**config.mk**
```make
export PLATFORM = sky130hd
export DESIGN_NAME = xrs_top
export DESIGN_NICKNAME = d
export VERILOG_FILES = /design/src/rtl/xrs_pkg.sv /design/src/rtl/xrs_phase_ctl.sv /design/src/rtl/xrs_bg_tag.sv /design/src/rtl/xrs_stats.sv /design/src/rtl/xrs_top.sv
export SDC_FILE = /design/constraint.sdc
export NUM_CORES = 1
export LEC_CHECK = 0
export ABC_AREA = 1
export BUFFER_PORTS_ARGS = -buffer_cell sky130_fd_sc_hd__clkbuf_2
export CAP_MARGIN = 20
export CORE_ASPECT_RATIO = 1.2
export CORE_MARGIN = 2
export CORE_UTILIZATION = 35
export DETAILED_ROUTE_END_ITERATION = 12
export PLACE_DENSITY = 0.61
export SYNTH_ARGS = -nofsm -noshare
export SYNTH_HDL_FRONTEND = slang
export SYNTH_SLANG_ARGS = --single-unit
```
**constraint.sdc**
```tcl
create_clock -name clk -period 2.35 [get_ports clk]
set_clock_uncertainty 0.2 [all_clocks]
set_input_delay 0.3525 -clock clk [delete_from_list [all_inputs] [get_ports clk]]
set_output_delay 0.3525 -clock clk [all_outputs]
set_load 0.01 [all_outputs]
```
**src/rtl/xrs_pkg.sv**
```systemverilog
// Shared types for the crosspoint read sequencer.
package xrs_pkg;
    typedef enum logic [1:0] {
        PH_IDLE = 2'd0,
        PH_BG   = 2'd1,
        PH_RD   = 2'd2,
        PH_RSP  = 2'd3
    } xrs_phase_e;
endpackage

```
**src/rtl/xrs_phase_ctl.sv**
```systemverilog
// Phase controller: steps through idle, background, read and response.
// Assumes T_BG >= 1 and T_RD >= 1. 'start' is only asserted in PH_IDLE.
module xrs_phase_ctl
    import xrs_pkg::*;
#(
    parameter int T_BG = 3,
    parameter int T_RD = 2
) (
    input  logic       clk,
    input  logic       rst_n,
    input  logic       start,
    input  logic       skip_bg,
    input  logic       rsp_take,
    output xrs_phase_e phase,
    output logic       last
);
    localparam int MAXT = (T_BG > T_RD) ? T_BG : T_RD;
    localparam int CW   = $clog2(MAXT + 1);
    localparam logic [CW-1:0] BG_LOAD = CW'(T_BG - 1);
    localparam logic [CW-1:0] RD_LOAD = CW'(T_RD - 1);

    logic [CW-1:0] cnt;

    // Last cycle of a timed phase.
    always_comb last = ((phase == PH_BG) || (phase == PH_RD)) && (cnt == '0);

    // Phase register and down-counter for the timed phases.
    always_ff @(posedge clk) begin
        if (!rst_n) begin
            phase <= PH_IDLE;
            cnt   <= '0;
        end else begin
            unique case (phase)
                PH_IDLE: if (start) begin
                    phase <= skip_bg ? PH_RD : PH_BG;
                    cnt   <= skip_bg ? RD_LOAD : BG_LOAD;
                end
                PH_BG: if (cnt == '0) begin
                    phase <= PH_RD;
                    cnt   <= RD_LOAD;
                end else begin
                    cnt <= cnt - 1'b1;
                end
                PH_RD: if (cnt == '0) begin
                    phase <= PH_RSP;
                end else begin
                    cnt <= cnt - 1'b1;
                end
                PH_RSP: if (rsp_take) begin
                    phase <= PH_IDLE;
                end
                default: phase <= PH_IDLE;
            endcase
        end
    end
endmodule

```
**src/rtl/xrs_bg_tag.sv**
```systemverilog
// Background-sample tag: records which column the held sample belongs to,
// and drops it on a write to that column or when the retention window ends.
// Assumes RETAIN >= 2. A write on the same edge as a capture takes priority.
module xrs_bg_tag #(
    parameter int COL_W  = 3,
    parameter int RETAIN = 1000
) (
    input  logic             clk,
    input  logic             rst_n,
    input  logic             capture,
    input  logic [COL_W-1:0] cap_col,
    input  logic             wr_en,
    input  logic [COL_W-1:0] wr_col,
    input  logic [COL_W-1:0] look_col,
    output logic             hit
);
    localparam int AW = $clog2(RETAIN + 1);
    localparam logic [AW-1:0] AGE_LAST = AW'(RETAIN - 1);

    logic             valid;
    logic [COL_W-1:0] tag;
    logic [AW-1:0]    age;

    // Lookup against the held column.
    always_comb hit = valid && (tag == look_col);

    // Tag, validity and age tracking.
    always_ff @(posedge clk) begin
        if (!rst_n) begin
            valid <= 1'b0;
            tag   <= '0;
            age   <= '0;
        end else if (capture) begin
            tag   <= cap_col;
            age   <= '0;
            valid <= !(wr_en && (wr_col == cap_col));
        end else if (valid) begin
            if ((wr_en && (wr_col == tag)) || (age == AGE_LAST)) begin
                valid <= 1'b0;
            end else begin
                age <= age + 1'b1;
            end
        end
    end
endmodule

```
**src/rtl/xrs_stats.sv**
```systemverilog
// Hit and miss counters, advanced once per accepted request. Wrap on overflow.
module xrs_stats #(
    parameter int CNT_W = 16
) (
    input  logic             clk,
    input  logic             rst_n,
    input  logic             acc,
    input  logic             hit,
    output logic [CNT_W-1:0] hit_cnt,
    output logic [CNT_W-1:0] miss_cnt
);
    // Count the outcome of every accepted request.
    always_ff @(posedge clk) begin
        if (!rst_n) begin
            hit_cnt  <= '0;
            miss_cnt <= '0;
        end else if (acc) begin
            if (hit) hit_cnt  <= hit_cnt + 1'b1;
            else     miss_cnt <= miss_cnt + 1'b1;
        end
    end
endmodule

```
**src/rtl/xrs_top.sv**
```systemverilog
// Crosspoint read sequencer: for each read it runs an optional background
// phase and then a read phase, and it skips the background phase when the
// held sample belongs to the requested column. One request at a time.
// Assumes the sense comparator result is valid in the last read cycle.
module xrs_top
    import xrs_pkg::*;
#(
    parameter int ROW_W  = 4,
    parameter int COL_W  = 3,
    parameter int T_BG   = 3,
    parameter int T_RD   = 2,
    parameter int RETAIN = 1000,
    parameter int CNT_W  = 16
) (
    input  logic             clk,
    input  logic             rst_n,
    input  logic             req_valid,
    output logic             req_ready,
    input  logic [ROW_W-1:0] req_row,
    input  logic [COL_W-1:0] req_col,
    input  logic             wr_en,
    input  logic [COL_W-1:0] wr_col,
    input  logic             sense_bit,
    input  logic             rsp_ready,
    output logic             rsp_valid,
    output logic             rsp_bit,
    output logic             rsp_hit,
    output logic [ROW_W-1:0] sel_row,
    output logic [COL_W-1:0] sel_col,
    output logic             bias_half,
    output logic             wl_full,
    output logic             sh_track,
    output logic             sense_en,
    output logic [CNT_W-1:0] hit_cnt,
    output logic [CNT_W-1:0] miss_cnt
);
    xrs_phase_e phase;
    logic       last;
    logic       accept;
    logic       tag_hit;
    logic       capture;

    // Handshake and strobe decode.
    always_comb begin
        req_ready = (phase == PH_IDLE);
        rsp_valid = (phase == PH_RSP);
        accept    = req_valid && req_ready;
        bias_half = (phase == PH_BG) || (phase == PH_RD);
        wl_full   = (phase == PH_RD);
        sh_track  = (phase == PH_BG);
        sense_en  = (phase == PH_RD) && last;
        capture   = (phase == PH_BG) && last;
    end

    xrs_phase_ctl #(.T_BG(T_BG), .T_RD(T_RD)) u_phase (
        .clk      (clk),
        .rst_n    (rst_n),
        .start    (accept),
        .skip_bg  (tag_hit),
        .rsp_take (rsp_ready),
        .phase    (phase),
        .last     (last)
    );

    xrs_bg_tag #(.COL_W(COL_W), .RETAIN(RETAIN)) u_tag (
        .clk      (clk),
        .rst_n    (rst_n),
        .capture  (capture),
        .cap_col  (sel_col),
        .wr_en    (wr_en),
        .wr_col   (wr_col),
        .look_col (req_col),
        .hit      (tag_hit)
    );

    xrs_stats #(.CNT_W(CNT_W)) u_stats (
        .clk      (clk),
        .rst_n    (rst_n),
        .acc      (accept),
        .hit      (tag_hit),
        .hit_cnt  (hit_cnt),
        .miss_cnt (miss_cnt)
    );

    // Address latch on accept; result latch on the sense strobe.
    always_ff @(posedge clk) begin
        if (!rst_n) begin
            sel_row <= '0;
            sel_col <= '0;
            rsp_bit <= 1'b0;
            rsp_hit <= 1'b0;
        end else begin
            if (accept) begin
                sel_row <= req_row;
                sel_col <= req_col;
                rsp_hit <= tag_hit;
            end
            if (sense_en) rsp_bit <= sense_bit;
        end
    end
endmodule

```
Word-level counts from Yosys, hierarchy flattened

Cells that the tools add are included.

Reduce and logical (&&, ||, !) cells: 19
Eq/ne operators: 12
Muxes and demuxes: 14
Bitwise operators: 3
$add $sub $neg: 4

Operators with widths:

| cell                                                | count |
|---|---|
| adder 16 x 1 -> 16 bit, second input constant       | 2 |
| two-way mux 2 bit                                   | 9 |
| adder 10 x 1 -> 10 bit, second input constant       | 1 |
| equality test 10 bit, second input constant         | 1 |
| equality test 3 bit                                 | 3 |
| case mux 2 bit (4 select lines)                     | 1 |
| logical AND 1 bit                                   | 7 |
| != test 2 x 1 -> 1 bit, second input constant       | 3 |
| case mux 2 bit (3 select lines)                     | 1 |
| AND reduction 2 bit                                 | 3 |
| equality test 2 bit, second input constant          | 2 |
| zero test 2 bit                                     | 2 |
| != test 2 bit, second input constant                | 2 |
| AND reduction 4 bit                                 | 1 |
| two-way mux 1 bit                                   | 3 |
| NOT 1 bit                                           | 3 |
| AND reduction 3 bit                                 | 1 |
| nonzero test 3 bit                                  | 1 |
| equality test 2 x 1 -> 1 bit, second input constant | 1 |
| logical OR 1 bit                                    | 2 |
| OR reduction 2 bit                                  | 1 |
| subtractor 2 x 1 -> 2 bit, second input constant    | 1 |
| zero test 1 bit                                     | 1 |

Word-level logic and storage cells: 63
Flip-flop bits (word level): 59

Depth between registers and ports, before layout

Depth in word-level cells: 6
Gate-level depth with buffers: 9
Mapped depth without buffers: 9

By module

Synthesis repeated with hierarchy kept, for this count alone.

Cells, all modules: 516
Area total of the unflattened synthesis: 3445.8 µm²

By module, submodules not included:

| module        | area each (µm²) | cells each | times used |
|---|---|---|---|
| xrs_stats     | 1614.0          | 230        | 1 |
| xrs_bg_tag    | 953.4           | 156        | 1 |
| xrs_top       | 456.7           | 68         | 1 |
| xrs_phase_ctl | 421.7           | 62         | 1 |

Least setup slack after synthesis

No wires, ideal clock.

Path kind: register to register
Start: register u_phase.phase[0]
End: register u_tag.valid
Period minus slack after synthesis: 1.811 ns
Arrival time: 1.487 ns
Data required time: 2.025 ns
Path buffers: 0
Cell stages (with the launch flop): 10
Slack: 0.539 ns
Cell sequence: dfxtp_1 -> inv_1 -> ha_1 -> inv_1 -> nor2_1 -> inv_1 -> nor3_1 -> nand3_1 -> nand2_1 -> a21oi_1

Longest elaborated chain between the ends: 5

Ends and longest elaborated chain:

| what                                                                | line                | RTL |
|---|---|---|
| start: declaration                                                  | xrs_phase_ctl.sv:14 | `output xrs_phase_e phase,` |
| start signal: assignment                                            | xrs_phase_ctl.sv:35 | `phase <= skip_bg ? PH_RD : PH_BG;` |
| equality test 2 x 1 -> 1 bit or equality test 2 bit (tied branches) | --                  |  |
| logical OR 1 bit *                                                  | --                  |  |
| named net bias_half                                                 | xrs_top.sv:30       | `output logic bias_half,` |
| logical AND 1 bit *                                                 | xrs_phase_ctl.sv:25 | `always_comb last = ((phase == PH_BG) \|\| (phase == PH_RD)) && (cnt == '0);` |
| logical AND 1 bit *                                                 | xrs_top.sv:52       | `capture = (phase == PH_BG) && last;` |
| two-way mux 1 bit *                                                 | xrs_bg_tag.sv:33    | `end else if (capture) begin` |
| end signal: assignment                                              | xrs_bg_tag.sv:36    | `valid <= !(wr_en && (wr_col == cap_col));` |
| end: declaration                                                    | xrs_bg_tag.sv:20    | `logic valid;` |

Mark *: on every way through the listed nets, which the timed path passes. The rest lies on a longest branch.
A chain may end at the register's enable or synchronous reset.

Worst setup path in the final report

Start: register u_phase.phase[0]
End: output sense_en

Longest elaborated chain between the ends: 4

Ends and longest elaborated chain:

| what                                                                | line                               | RTL |
|---|---|---|
| equality test 2 x 1 -> 1 bit or equality test 2 bit (tied branches) | xrs_phase_ctl.sv:25, xrs_top.sv:51 |  |
| logical OR 1 bit                                                    | xrs_phase_ctl.sv:25                |  |
| logical AND 1 bit                                                   | xrs_phase_ctl.sv:25                |  |
| logical AND 1 bit *                                                 | xrs_top.sv:51                      | `sense_en = (phase == PH_RD) && last;` |
| end: declaration                                                    | xrs_top.sv:33                      | `output logic sense_en,` |

Mark *: on every way between the ends. The rest lies on a longest branch, timed or not.

==> impl_metrics.py <==
metrics = {
    "outcome": {
        "status": "complete, no violations",
    },
    "floorplan": {
        "fp.dieArea_um2": 10500,
        "ios": 63,
        "fp.dieH_um": 112,
        "core_um2": 9470,
        "fp-row-count": 39,
        "start_util_pct": 35.8,
        "chipWidth_um": 93.8,
    },
    "synth": {
        "yosysUniqueCellTypes": 31,
        "syn_area_per_cell_um2": 6.45,
        "synthTopCellsByArea": "dfxtp_1 (35%), nand2_1 (20%), nor2_1 (7.8%)",
        "syn_inst": 525,
        "ys_seq_area_share_pct": 34.9,
        "netlist_area_um2": 3390,
        "ys.flop_type": "dfxtp_1",
        "syn_nets": 552,
        "async_reset_ff_share_pct": 0,
        "yosysTopAreaCellShare_pct": 34.9,
        "synth_warnings": 0,
        "synth_edf_count": 0,
        "synth_common_cells": "nand2_1 (179), nor2_1 (70), dfxtp_1 (59)",
        "yosysMostFrequentCell": "nand2_1",
        "synth_seq_cells": 59,
        "synth_top_area_cell": "dfxtp_1",
    },
    "placement": {
        "gp_congestion": 0.835,
        "port_buffers": 62,
        "dp_hpwl_mm": 5.95,
        "dp_worst_setup_slack_ps": 290,
    },
    "power_and_ir_drop": {
        "p_per_area_nw_per_um2": 802,
        "leakage_uw": 0.00166,
        "power_frac_clock_pct": 39.8,
        "ir_worst_vdd_mv": 0.426,
        "intPower_uw": 2210,
        "switching_share_pct": 32.6,
        "p_switching_uw": 1070,
        "sequentialPowerShare_pct": 36.7,
        "power_frac_comb_pct": 23.5,
        "total_power_uw": 3280,
    },
    "clock_network": {
        "clockRootBuffer": "clkbuf_16",
        "post_cts_resized": 0,
        "cts_buffers": 9,
        "cts_tree": "yes",
        "cts_sinks": 59,
        "h-tree-depth": 3,
        "path_clk_slew_ps": 60,
        "clockBufferDepth": 2,
        "post_cts_buffers": 0,
        "clk_latency_ps": 330,
        "hold_buffers": 0,
    },
    "finish": {
        "drive_gt1_share_pct": 16.2,
        "area_growth_pct": 20.9,
        "fin_nets": 615,
        "antenna_cells": 0,
    },
    "worst_setup_path": {
        "critical_path_class": "reg2out",
        "crit_required_ps": 1800,
        "cp_max_fo": 7,
        "worstSetupEndpointType": "output pin",
        "cpPeakStageDelay_ps": 410,
        "cpMaxStageDelayCell": "dfxtp_1",
        "arrival_ps": 1580,
        "cp_cell_sequence": "inv_1 -> ha_1 -> inv_1 -> nor2_1 -> clkbuf_2",
        "start_kind": "flip-flop",
        "crit_top_cell": "inv_1",
    },
    "timing": {
        "slew_headroom_pct": 70.9,
        "finalSetupTns_ps": 0,
        "drv_slew": 0,
        "setup_ws_ps": 221,
        "finalSetupViolCount": 0,
        "worst_pin_slew_ps": 437,
        "fin_crit_sh_pct": 90.6,
        "rsz0062_at_grt": "false",
        "finalCriticalPeriod_ps": 2130,
        "fmax_mhz": 470,
        "hold_violations": 0,
    },
    "grt": {
        "grt_pass1_wl_mm": 14.1,
        "grt_util_all_layers_pct": 16.6,
        "grt_pass1_vias": 3097,
        "antenna_found_initial": 0,
        "grt_max_degree": 32,
        "overflow": 0,
    },
    "routing": {
        "vias": 3394,
        "wl_per_cell_um": 11.7,
        "vias_per_cell": 4.74,
        "drcViolationCount": 0,
        "first_iter_violations": 145,
        "drt_first_pass_iters": 4,
        "wl_mm": 8.37,
        "ant_nets": 0,
    },
    "run": {
        "drv_cap": 0,
    },
    "hold_path": {
        "hp-class": "in2reg",
    },
}
==> critical path: cells and delay by family, from the launching register on <==
kind	cells	cell delay [ps]
buf+inv	3	370
simple gates	1	160
fa+ha+maj	1	310
flops	1	410
==> power groups by stage <==
stage          logic (µW)  clock network, µW  registers, µW
2_1_floorplan         532                  0           1230
3_3_place_gp          775                  0           1220
3_5_place_dp          781                  0           1230
4_1_cts               783               1350           1210
5_1_grt               882               1400           1220
6_report              773               1310           1210
==> flip-flops by register name, indices dropped and copies added, names as in the netlist <==
signal,cells
u_phase.phase,2
u_tag.age,10
u_phase.cnt,2
sel_col,3
rsp_hit,1
u_tag.valid,1
u_stats.miss_cnt,16
u_tag.tag,3
u_stats.hit_cnt,16
sel_row,4
rsp_bit,1
==> layout by cell type (no fill, tap or decap), types with 2 or more instances in the layout <==
cell	n
nand2_1	179
nor2_1	70
clkbuf_2	62
dfxtp_1	59
a21oi_1	46
inv_1	45
nand3_1	24
o21ai_0	22
xor2_1	13
nand4_1	12
ha_1	11
clkbuf_16	9
xnor2_1	8
inv_2	3
a21oi_2	3
clkinv_2	3
nor2_4	2
nand2_2	2
nor3_1	2
nor2_2	2
a31oi_1	2
buf_4	2
==> cells by family (layout without fill, tap and decap cells) <==
family	Yosys count	in the layout	synth area share (%)
AO/OA/AOI/OAI	75	75	11.7
XOR/XNOR	21	21	5.43
adder cells (fa/ha/maj)	11	11	4.06
buffers and inverters	61	129	7.53
flip-flops	59	59	34.9
AND/OR/NAND/NOR	298	298	36.4
==> routing by layer <==
layer / global-route usage, % / wire length (µm) / vias to the layer above
met5: 0 / 0 / -
met4: 5.70 / 83 / 0
met3: 5.89 / 378 / 7
met2: 27.2 / 4070 / 60
met1: 20.2 / 3840 / 1530
li1: - / - / 1797
==> cell type report <==
type | instances | area, µm²
Tap cell | 123 | 154
Clock inverter | 5 | 52.6
Sequential cell | 59 | 1180
Multi-Input combinational cell | 405 | 1950
Timing Repair Buffer | 64 | 325
Clock buffer | 11 | 243
Fill cell | 1032 | 5370
Inverter | 49 | 189
==> final timing paths <==
| path | slack (ps) | end | cells after the start | startpoint |
|---|---|---|---|---|
| setup / recovery | 220 | sense_en | 5 | u_phase.phase[0]$_SDFFE_PN0P_ |
| hold / removal | 50 | rsp_bit$_SDFFE_PN0P_ | 3 | sense_bit |
| setup reg to reg | 320 | u_tag.age[8]$_SDFFE_PP0P_ | 7 | u_phase.phase[0]$_SDFFE_PN0P_ |
| hold reg to reg | 290 | rsp_bit$_SDFFE_PN0P_ | 2 | rsp_bit$_SDFFE_PN0P_ |
==> stage by stage <==
stage / instance area [µm²] / hold WS, ps / utilization, % / cells
6_report: 4100 / 54.8 / 43.3 / 716
5_1_grt: 4100 / 75.1 / 43.3 / 716
4_1_cts: 4100 / 44.3 / 43.3 / 716
3_5_place_dp: 3800 / 276 / 40.2 / 700
3_3_place_gp: 3800 / 269 / 40.2 / 700
2_1_floorplan: 3390 / 257 / - / 525
(Power assumes the default switching activity.)
